## config.mk

```make
export PLATFORM = sky130hd
export DESIGN_NAME = fetch_thread_status
export DESIGN_NICKNAME = d
export VERILOG_FILES = /design/src/rtl/fetch_thread_status.sv
export SDC_FILE = /design/constraint.sdc
export NUM_CORES = 1
export LEC_CHECK = 0
export BUFFER_PORTS_ARGS = -buffer_cell sky130_fd_sc_hd__buf_4
export CORE_ASPECT_RATIO = 0.9
export CORE_MARGIN = 4
export CORE_UTILIZATION = 30
export CTS_CLUSTER_DIAMETER = 50
export DETAILED_ROUTE_END_ITERATION = 16
export GPL_TIMING_DRIVEN = 0
export PLACE_DENSITY = 0.58
export SETUP_SLACK_MARGIN = 0.5
export SYNTH_ARGS = -nofsm -noshare
export SYNTH_HDL_FRONTEND = slang
export SYNTH_SLANG_ARGS = --single-unit
```

## constraint.sdc

```tcl
create_clock -name clk -period 11.1 [get_ports clk]
set_input_delay 2.22 -clock clk [delete_from_list [all_inputs] [get_ports clk]]
set_output_delay 2.22 -clock clk [all_outputs]
set_load 0.02 [all_outputs]
```

## src/rtl/fetch_thread_status.sv

```systemverilog
module fetch_thread_status #(
  parameter int NTHR = 2,
  parameter int AW = 32,
  parameter int ISZ = 4,
  parameter logic [AW-1:0] RST_PC = '0
) (
  input  logic                clk,
  input  logic                rst_n,
  input  logic [NTHR-1:0]     thr_act,
  input  logic [NTHR-1:0]     dec_blk,
  input  logic [NTHR-1:0]     dec_unblk,
  input  logic [NTHR-1:0]     ren_blk,
  input  logic [NTHR-1:0]     ren_unblk,
  input  logic [NTHR-1:0]     exe_blk,
  input  logic [NTHR-1:0]     exe_unblk,
  input  logic [NTHR-1:0]     cmt_blk,
  input  logic [NTHR-1:0]     cmt_unblk,
  input  logic                ctx_sw,
  input  logic [NTHR-1:0]     cmt_sq,
  input  logic [NTHR*AW-1:0]  cmt_pc,
  input  logic [NTHR*AW-1:0]  cmt_npc,
  input  logic [NTHR-1:0]     rob_busy,
  input  logic [NTHR-1:0]     dec_sq,
  input  logic [NTHR*AW-1:0]  dec_pc,
  input  logic [NTHR*AW-1:0]  dec_npc,
  input  logic [NTHR-1:0]     ic_req,
  input  logic [NTHR-1:0]     ic_nack,
  input  logic [NTHR-1:0]     ic_resp,
  input  logic [NTHR-1:0]     ic_retry_ok,
  output logic [NTHR*3-1:0]   status_o,
  output logic [NTHR*AW-1:0]  pc_o,
  output logic [NTHR*AW-1:0]  npc_o,
  output logic [NTHR*AW-1:0]  nnpc_o,
  output logic [NTHR-1:0]     miss_drop,
  output logic [NTHR-1:0]     status_chg,
  output logic                stage_active
);
  localparam logic [2:0] S_RUN  = 3'd0;
  localparam logic [2:0] S_SQ   = 3'd1;
  localparam logic [2:0] S_BLK  = 3'd2;
  localparam logic [2:0] S_WRSP = 3'd3;
  localparam logic [2:0] S_WRTY = 3'd4;
  localparam logic [2:0] S_DONE = 3'd5;
  localparam logic [AW-1:0] STEP = AW'(ISZ);

  logic [NTHR-1:0] fl_dec, fl_ren, fl_exe, fl_cmt;
  logic [NTHR-1:0] nf_dec, nf_ren, nf_exe, nf_cmt;
  logic [NTHR-1:0] stall_d, wr_d, redir_d, drop_d;
  logic [2:0]      st_q [NTHR];
  logic [2:0]      st_d [NTHR];
  logic [AW-1:0]   rpc_d [NTHR];
  logic [AW-1:0]   rnpc_d [NTHR];

  assign nf_dec  = dec_blk | (fl_dec & ~dec_unblk);
  assign nf_ren  = ren_blk | (fl_ren & ~ren_unblk);
  assign nf_exe  = exe_blk | (fl_exe & ~exe_unblk);
  assign nf_cmt  = cmt_blk | (fl_cmt & ~cmt_unblk);
  assign stall_d = nf_dec | nf_ren | nf_exe | nf_cmt | {NTHR{ctx_sw}};

  always_comb begin
    for (int t = 0; t < NTHR; t++) begin
      logic waiting;
      waiting    = (st_q[t] == S_WRSP) || (st_q[t] == S_WRTY);
      st_d[t]    = st_q[t];
      wr_d[t]    = 1'b1;
      redir_d[t] = 1'b0;
      drop_d[t]  = 1'b0;
      rpc_d[t]   = cmt_pc[t*AW +: AW];
      rnpc_d[t]  = cmt_npc[t*AW +: AW];
      if (cmt_sq[t]) begin
        st_d[t] = S_SQ; redir_d[t] = 1'b1; drop_d[t] = waiting;
      end else if (rob_busy[t]) begin
        st_d[t] = S_SQ; drop_d[t] = waiting;
      end else if (dec_sq[t] && st_q[t] != S_SQ) begin
        st_d[t] = S_SQ; redir_d[t] = 1'b1; drop_d[t] = waiting;
        rpc_d[t]  = dec_pc[t*AW +: AW];
        rnpc_d[t] = dec_npc[t*AW +: AW];
      end else if (stall_d[t] && !waiting) begin
        st_d[t] = S_BLK;
      end else if (st_q[t] == S_BLK || st_q[t] == S_SQ) begin
        st_d[t] = S_RUN;
      end else if ((st_q[t] == S_RUN || st_q[t] == S_DONE) && ic_req[t]) begin
        st_d[t] = ic_nack[t] ? S_WRTY : S_WRSP;
      end else if (st_q[t] == S_WRSP && ic_resp[t]) begin
        st_d[t] = stall_d[t] ? S_BLK : S_DONE;
      end else if (st_q[t] == S_WRTY && ic_retry_ok[t]) begin
        st_d[t] = S_WRSP;
      end else begin
        wr_d[t] = 1'b0;
      end
    end
  end

  always_ff @(posedge clk) begin
    if (!rst_n) begin
      fl_dec <= '0; fl_ren <= '0; fl_exe <= '0; fl_cmt <= '0;
      miss_drop  <= '0;
      status_chg <= '0;
      pc_o   <= {NTHR{RST_PC}};
      npc_o  <= {NTHR{RST_PC + STEP}};
      nnpc_o <= {NTHR{RST_PC + STEP + STEP}};
      for (int t = 0; t < NTHR; t++) st_q[t] <= S_RUN;
    end else begin
      fl_dec <= nf_dec; fl_ren <= nf_ren; fl_exe <= nf_exe; fl_cmt <= nf_cmt;
      miss_drop  <= drop_d;
      status_chg <= wr_d;
      for (int t = 0; t < NTHR; t++) begin
        st_q[t] <= st_d[t];
        if (redir_d[t]) begin
          pc_o[t*AW +: AW]   <= rpc_d[t];
          npc_o[t*AW +: AW]  <= rnpc_d[t];
          nnpc_o[t*AW +: AW] <= rnpc_d[t] + STEP;
        end
      end
    end
  end

  always_comb begin
    stage_active = 1'b0;
    for (int t = 0; t < NTHR; t++) begin
      status_o[t*3 +: 3] = st_q[t];
      if (thr_act[t] && (st_q[t] == S_RUN || st_q[t] == S_SQ || st_q[t] == S_DONE))
        stage_active = 1'b1;
    end
  end
endmodule

```

==> flow_summary.ini, run 1 <==
[run_status]
run_status = finished clean

[die]
floorplan.die_area_um2 = 37800
dieWidth_um = 205
fp.dieH_um = 185
core_region_area_um2 = 34200
floorplan.initialDensity_pct = 30.5
floorplan.io_pins = 494
row_count = 64

[power]
power.density_nw_per_um2 = 148
leakagePower_nw = 6.78
power.total_w = 0.00232
max-vdd-ir-drop_mv = 0.108

[timing]
setup_violations = 0
setup_repair_after_global_routing_missed_its_margin = false
drv_slew = 0
tightestPinTransition_ns = 1.02
slew_headroom_pct = 31.5
period_minus_slack_ns = 5.85
setup_total_negative_slack_ns = 0
fmax_ghz = 0.171
post-route-period-util_pct = 52.7
number_of_endpoints_with_negative_hold_slack_in_the_final_report = 0
clock_skew_ns = 0.0123

[critical_path]
rrSetupSlack_ns = 6.42
crit_path_end_kind = register
worstReg2RegStart = st_q[0][3]
required_time_reported_for_the_critical_path_endpoint_ns = 11.56
critical_path.reg2reg.endpoint = nnpc_o[62]
timing.setup.critical_path_class = input pin to register
critPathLaunchType = input pin
cp_data_arrival_time_ns = 6.31
crit_fanout = 10
reg2regPathDepth = 16

[cts]
post-cts-setup-buffer-count = 0
number_of_buffers_added_by_the_clock_tree_synthesis_step = 31
clock_sinks = 206
clk_pin_slew_worst_paths_ns = 0.05
cts-htree-levels = 1
post_cts_resize_count = 0
clock_tree.root_cell = clkbuf_16
cts_tree = done
clock_latency_at_the_later_pin_of_the_worst_skew_pair_ns = 0.55
clk_path_buf_depth = 3
hold_buffers = 0

[synthesis]
syn-num-nets = 1642
post_synth_edffs = 0
yosysUniqueCellTypes = 65
synthFlopType = dfxtp_1
synth_seq_area_share_pct = 39.5
syn_area_um2 = 10400
synth-seq-cells = 206
synthMostInstantiatedCell = nand2_1
synthCells = 1349
synth_async_sr_flop_share_pct = 0
synth_top_cell_area_share_pct = 39.5
yosysWarnings = 0
yosys.area.top_type = dfxtp_1
synth_commonest_cells = 269 x nand2_1, 206 x dfxtp_1, 179 x nor2_1
synth.area.top_cells = dfxtp_1 40%, nand2_1 9.7%, nor2_1 6.4%
syn-mean-instance-area_um2 = 7.74

[layout]
diodes = 0
nets = 2168
nFillCells = 3474
area.sequential_um2 = 4120
post_route_cells_drive_above_1_share_pct = 30.8
fin_cells = 2359
area.growth.synth_to_final_pct = 50.9
multi_input_area_um2 = 5800

[routing]
via_count = 12500
drt_drc_violations_left = 0
route.detailed.vias_per_inst = 5.28
totalWireLength_um = 52000
drtPass1Iterations = 5
ant_nets = 0
drt_iter0_markers = 844
routed_wire_length_per_instance_um = 22.0

[placement]
gp_routability_congestion = 0.939
dp.final_hpwl_um = 41700
port_buffers = 493
dp_cells = 2304

[grt]
grt_pass1_wl_um = 75600
vias_in_the_first_global_route = 12200
grt.total_usage_pct = 25.7
grt_max_degree = 15
antenna_violations_before_repair = 1
grt_overflow = 0

[min_path]
worst_hold_path.num_cells = 2
min-delay-start = nnpc_o[27]
min-delay-path-class = register to register
hold_end = nnpc_o[27]

[run]
cap_violations = 0
cells by family (layout without fill, tap and decap cells):
kind of cell / count (synthesis) / count (layout) / synth area share (%)
buffers and inverters: 125 / 673 / 4.89
adder cells (fa/ha/maj): 2 / 2 / 0.240
multiplexers: 56 / 56 / 5.42
flip-flops: 206 / 206 / 39.5
AND/OR/NAND/NOR: 630 / 630 / 26.9
XOR/XNOR: 42 / 42 / 3.53
AO/OA/AOI/OAI: 288 / 288 / 19.5
report_power, final:
group	switching, W	leakage [nW]	total, W	internal (W)
clock	0.000377	0.490	0.000981	0.000603
sequential	0.0000363	1.71	0.000835	0.000799
combinational	0.000295	4.58	0.000507	0.000212
how the worst max path moves through the flow:
| stage | startpoint | to | slack [ns] | depth (start not counted) |
|---|---|---|---|---|
| after floorplan | rob_busy[1] | nnpc_o[60] | 5.87 | 16 |
| after global placement | rob_busy[1] | nnpc_o[62] | 4.76 | 17 |
| after detailed placement | rob_busy[1] | nnpc_o[60] | 4.74 | 17 |
| after CTS | rob_busy[1] | nnpc_o[62] | 5.31 | 17 |
| after global routing | rob_busy[1] | nnpc_o[62] | 4.99 | 17 |
| final | rob_busy[1] | nnpc_o[62] | 5.25 | 17 |
cell type report:
type                    count  share of cell area (%)
clock buffers              37                    5.26
clock inverters            18                    1.28
plain buffers             107                    2.81
multi-input cells        1018                    36.8
repair buffers            493                    23.5
flip-flops and latches    206                    26.2
well taps                 462                    3.67
inverters                  18                   0.429
layer usage:
layer	GRT usage [%]	vias up	share of wire, %
met1	33.3	5883	41
met5	0	-	0.017
li1	-	5892	-
met4	6.86	2	2.7
met2	43.0	587	47
met3	6.32	90	8.9
flip-flops by register name (all words and copies together), names as in the netlist:
| register | cells |
|---|---|
| npc_o | 64 |
| miss_drop | 2 |
| fl_cmt | 2 |
| fl_ren | 2 |
| status_chg | 2 |
| fl_dec | 2 |
| st_q | 6 |
| pc_o | 64 |
| nnpc_o | 60 |
| fl_exe | 2 |
critical path, stage by stage:
cell	delay, ns
buf_4	0.13
or3b_1	0.36
buf_2	0.22
nor2_4	0.33
buf_2	0.38
buf_2	0.38
mux2i_1	0.19
inv_1	0.09
ha_1	0.28
nand2_1	0.10
nor4_1	0.28
a22oi_1	0.21
clkbuf_1	0.27
nor4_1	0.43
xnor2_1	0.18
nand2_1	0.08
a21oi_1	0.17
layout by cell type (no fill, tap or decap), types with 3 or more instances in the layout:
cell type | netlist | final
and2_1 | 4 | 4
dfxtp_1 | 206 | 206
clkinv_2 | 0 | 4
a311oi_1 | 74 | 74
buf_2 | 18 | 18
or3b_1 | 4 | 4
clkbuf_8 | 0 | 3
or3_1 | 13 | 13
o22ai_1 | 3 | 3
mux2i_1 | 52 | 52
nand3_1 | 59 | 59
nand4_1 | 16 | 16
nor2_1 | 179 | 179
nor2b_1 | 8 | 8
a211oi_1 | 58 | 58
o21ai_0 | 18 | 18
and3_1 | 11 | 11
clkbuf_16 | 0 | 31
a31oi_1 | 10 | 10
nand2b_1 | 3 | 3
inv_1 | 18 | 18
a22oi_1 | 5 | 5
clkinvlp_4 | 0 | 6
nor3b_1 | 5 | 5
buf_4 | 5 | 498
bufinv_16 | 0 | 3
o21ai_1 | 14 | 14
inv_6 | 0 | 4
xor2_1 | 22 | 22
nor4_1 | 17 | 17
nand2_1 | 269 | 269
o311ai_1 | 4 | 4
a21oi_1 | 65 | 65
nor3_1 | 22 | 22
a41oi_1 | 5 | 5
xnor2_1 | 20 | 20
o211ai_1 | 11 | 11
buf_1 | 4 | 4
clkbuf_1 | 80 | 83
through the flow:
| step | hold slack [ns] | cell area [um2] | util, % | setup WS, ns |
|---|---|---|---|---|
| finish | 0.456 | 15700 | 46.0 | 5.25 |
| global route | 0.472 | 15700 | 46.0 | 4.99 |
| CTS | 0.459 | 15700 | 46.0 | 5.31 |
| detailed placement | 0.450 | 14700 | 43.0 | 4.74 |
| global placement | 0.442 | 14700 | 43.0 | 4.76 |
| floorplan | 0.452 | 10400 | - | 5.87 |
(Power assumes the default switching activity.)
==> inputs of run 2 (changes only) <==
- ABC_AREA: default -> 1
- PLACE_DENSITY: 0.58 -> 0.57
- clock period: 11.1 -> 6.05 ns (I/O delays scaled with it)
==> run 2 against run 1 <==
Effect of this change:
- clock skew shrank 0.0022 ns
- via count is 4.0% higher
- clock power grew 81%
- count of clock-buffer cells in the layout fell by 1
- final cell count rose by 12%
- synthesized cell count up 20%
- sequential cell count is the same
- area after synthesis is 6.2% higher
- sequential power is 83% higher
- critical path type unchanged
==> flow_summary.ini, run 2 <==
[critical_path]
timing.critical_path.max_delay_family = simple AND/OR/NAND/NOR gates
slowest_stage = nor2_2
crit_fanout = 10
rrSetupSlack_ns = 3.19
path_buf_inv = 3
critical_path.reg2reg.endpoint = nnpc_o[12]
reg2regPathDepth = 14
crit_chain = buf_4 -> nor2_2 -> buf_2 -> nand4_1 -> nand2_1 -> nand2_1 -> nor2_1 -> nand2_1 -> nor2_1 -> nand2_1 -> nand2_1 -> nand3_1 -> nand2_1 -> inv_1
worstReg2RegStart = st_q[0][1]
cp_data_arrival_time_ns = 3.79
cell_repeated_most_along_the_worst_path = nand2_1
timing.setup.critical_path_class = input pin to register
required_time_reported_for_the_critical_path_endpoint_ns = 6.50
critPathLaunchType = input pin
crit_path_largest_cell_delay_ns = 0.38
crit_path_end_kind = register

[layout]
layout.cells.most_common = buf_4
post_route_cells_drive_above_1_share_pct = 30.2
largestRegisters = npc_o (64), pc_o (64), nnpc_o (60)
layout.core_utilization_pct = 45.1
nFillCells = 3767
nets = 2439
fin_cells = 2646
final_instance_area_um2 = 16400
most_frequent_cells_in_the_layout = 498 x buf_4, 358 x nand2_1, 206 x dfxtp_1, 178 x inv_1, 159 x nor2_1
area.growth.synth_to_final_pct = 47.9

[synthesis]
syn-num-nets = 1916
synth_async_sr_flop_share_pct = 0
synthCells = 1623
synth_seq_area_share_pct = 37.2
synth_top_cell_area_share_pct = 37.2
yosys.area.top_type = dfxtp_1
post_synth_edffs = 0
syn-mean-instance-area_um2 = 6.83
synth_commonest_cells = 358 x nand2_1, 206 x dfxtp_1, 178 x inv_1
synth-seq-cells = 206
yosysUniqueCellTypes = 42
syn_area_um2 = 11100
synthFlopType = dfxtp_1
synth.area.top_cells = dfxtp_1 37%, nand2_1 12%, o21ai_0 7.0%
synthMostInstantiatedCell = nand2_1
yosysWarnings = 0

[cts]
clock_sinks = 206
post_cts_resize_count = 0
post-cts-setup-buffer-count = 0
clk_path_buf_depth = 3
clk_pin_slew_worst_paths_ns = 0.06
cts-htree-levels = 1
number_of_buffers_added_by_the_clock_tree_synthesis_step = 30
hold_buffers = 0
clock_latency_at_the_later_pin_of_the_worst_skew_pair_ns = 0.55
cts_tree = done
clock_tree.root_cell = clkbuf_16

[timing]
setup_total_negative_slack_ns = 0
clock_skew_ns = 0.0101
post-route-period-util_pct = 55.3
fmax_ghz = 0.299
tightestPinTransition_ns = 0.857
setup_violations = 0
drv_slew = 0
setup_repair_after_global_routing_missed_its_margin = false
slew_headroom_pct = 42.9
holdWs_ns = 0.456
period_minus_slack_ns = 3.34
number_of_endpoints_with_negative_hold_slack_in_the_final_report = 0

[die]
floorplan.io_pins = 494
core_region_area_um2 = 36300
floorplan.die_area_um2 = 40100
fp.dieH_um = 190
row_count = 66
floorplan.initialDensity_pct = 30.5
dieWidth_um = 211

[routing]
via_count = 12900
totalWireLength_um = 52500
routed_wire_length_per_instance_um = 19.9
ant_nets = 0
drtPass1Iterations = 6
drt_drc_violations_left = 0
drt_iter0_markers = 958
route.detailed.vias_per_inst = 4.89

[power]
power.density_nw_per_um2 = 263
max-vdd-ir-drop_mv = 0.165
leakagePower_nw = 8.59

[placement]
dp_cells = 2590
dp.final_hpwl_um = 43200
port_buffers = 491
gp_routability_congestion = 0.953
place_area_um2 = 15400

[grt]
vias_in_the_first_global_route = 12700
grt_max_degree = 15
antenna_violations_before_repair = 0
grt.total_usage_pct = 24.9
grt_pass1_wl_um = 77100
grt_overflow = 0

[run_status]
run_status = finished clean

[min_path]
min-delay-path-class = register to register
min-delay-start = nnpc_o[3]
worst_hold_path.num_cells = 2
hold_end = nnpc_o[3]

[run]
cap_violations = 0
[run 2: cell count changes in the layout (fill, tap and decap cells not counted), moves of 20 or more]
cell / previous run / this run
nor2_1: 179 / 159
nand3_1: 59 / 86
xnor2_1: 20 / 0
a311oi_1: 74 / 0
inv_1: 18 / 178
nand2_1: 269 / 358
nand4_1: 16 / 67
clkbuf_1: 83 / 49
o21ai_0: 18 / 155
a211oi_1: 58 / 2
a21oi_1: 65 / 115
[run 2: logic make-up after synthesis]
logic type,share of synthesized area (%)
AND/OR/NAND/NOR,28.9
AO/OA/AOI/OAI,16.0
buffers and inverters,11.0
flip-flops,37.2
multiplexers,6.14
XOR/XNOR,0.553
adder cells (fa/ha/maj),0.226
[run 2: power breakdown]
group,internal [W],leakage [nW],switching [W]
Combinational,0.000399,6.37,0.000603
Sequential,0.00147,1.71,0.0000617
Clock,0.00109,0.501,0.000690
Total,0.00296,8.59,0.00136
[run 2: area by class of cell]
cell class                      count  area (um2)  area share [%]
Antenna cell                        1        2.50          0.0153
Buffer                             99         520            3.18
Clock buffer                       36         805            4.91
Clock inverter                     19         220            1.34
Inverter                          187         702            4.28
Multi-Input combinational cell   1131        5740            35.0
Sequential cell                   206        4120            25.2
Tap cell                          476         596            3.63
Timing Repair Buffer              491        3690            22.5
[run 2: worst min-delay path: stages, from the launching register on]
cell	delay (ns)
dfxtp_1	0.32
nand2_1	0.05
nand3_1	0.05
[run 2: per-layer routing]
layer | up-vias | global-route usage (%) | share of wire (%)
li1 | 6383 | - | -
met1 | 5941 | 33.3 | 43
met2 | 552 | 40.6 | 46
met3 | 70 | 5.86 | 8.5
met4 | 0 | 6.76 | 3.0
met5 | - | 0 | 0
[run 2: metrics by stage]
step                worst slack, ns  total power [W]
floorplan                      3.14          0.00204
global placement               2.26          0.00255
detailed placement             2.26          0.00256
CTS                            2.84          0.00436
global route                   2.48          0.00450
finish                         2.71          0.00431
[run 2: how the worst max path moves through the flow]
| stage | startpoint | endpoint | slack [ns] | cells past startpoint |
|---|---|---|---|---|
| 3_5_place_dp | rob_busy[1] | nnpc_o[63] | 2.26 | 14 |
| 6_report | rob_busy[1] | nnpc_o[63] | 2.71 | 14 |
| 2_1_floorplan | rob_busy[1] | nnpc_o[44] | 3.14 | 14 |
| 4_1_cts | rob_busy[1] | nnpc_o[63] | 2.84 | 14 |
| 3_3_place_gp | rob_busy[1] | nnpc_o[63] | 2.26 | 14 |
| 5_1_grt | rob_busy[1] | nnpc_o[63] | 2.48 | 14 |
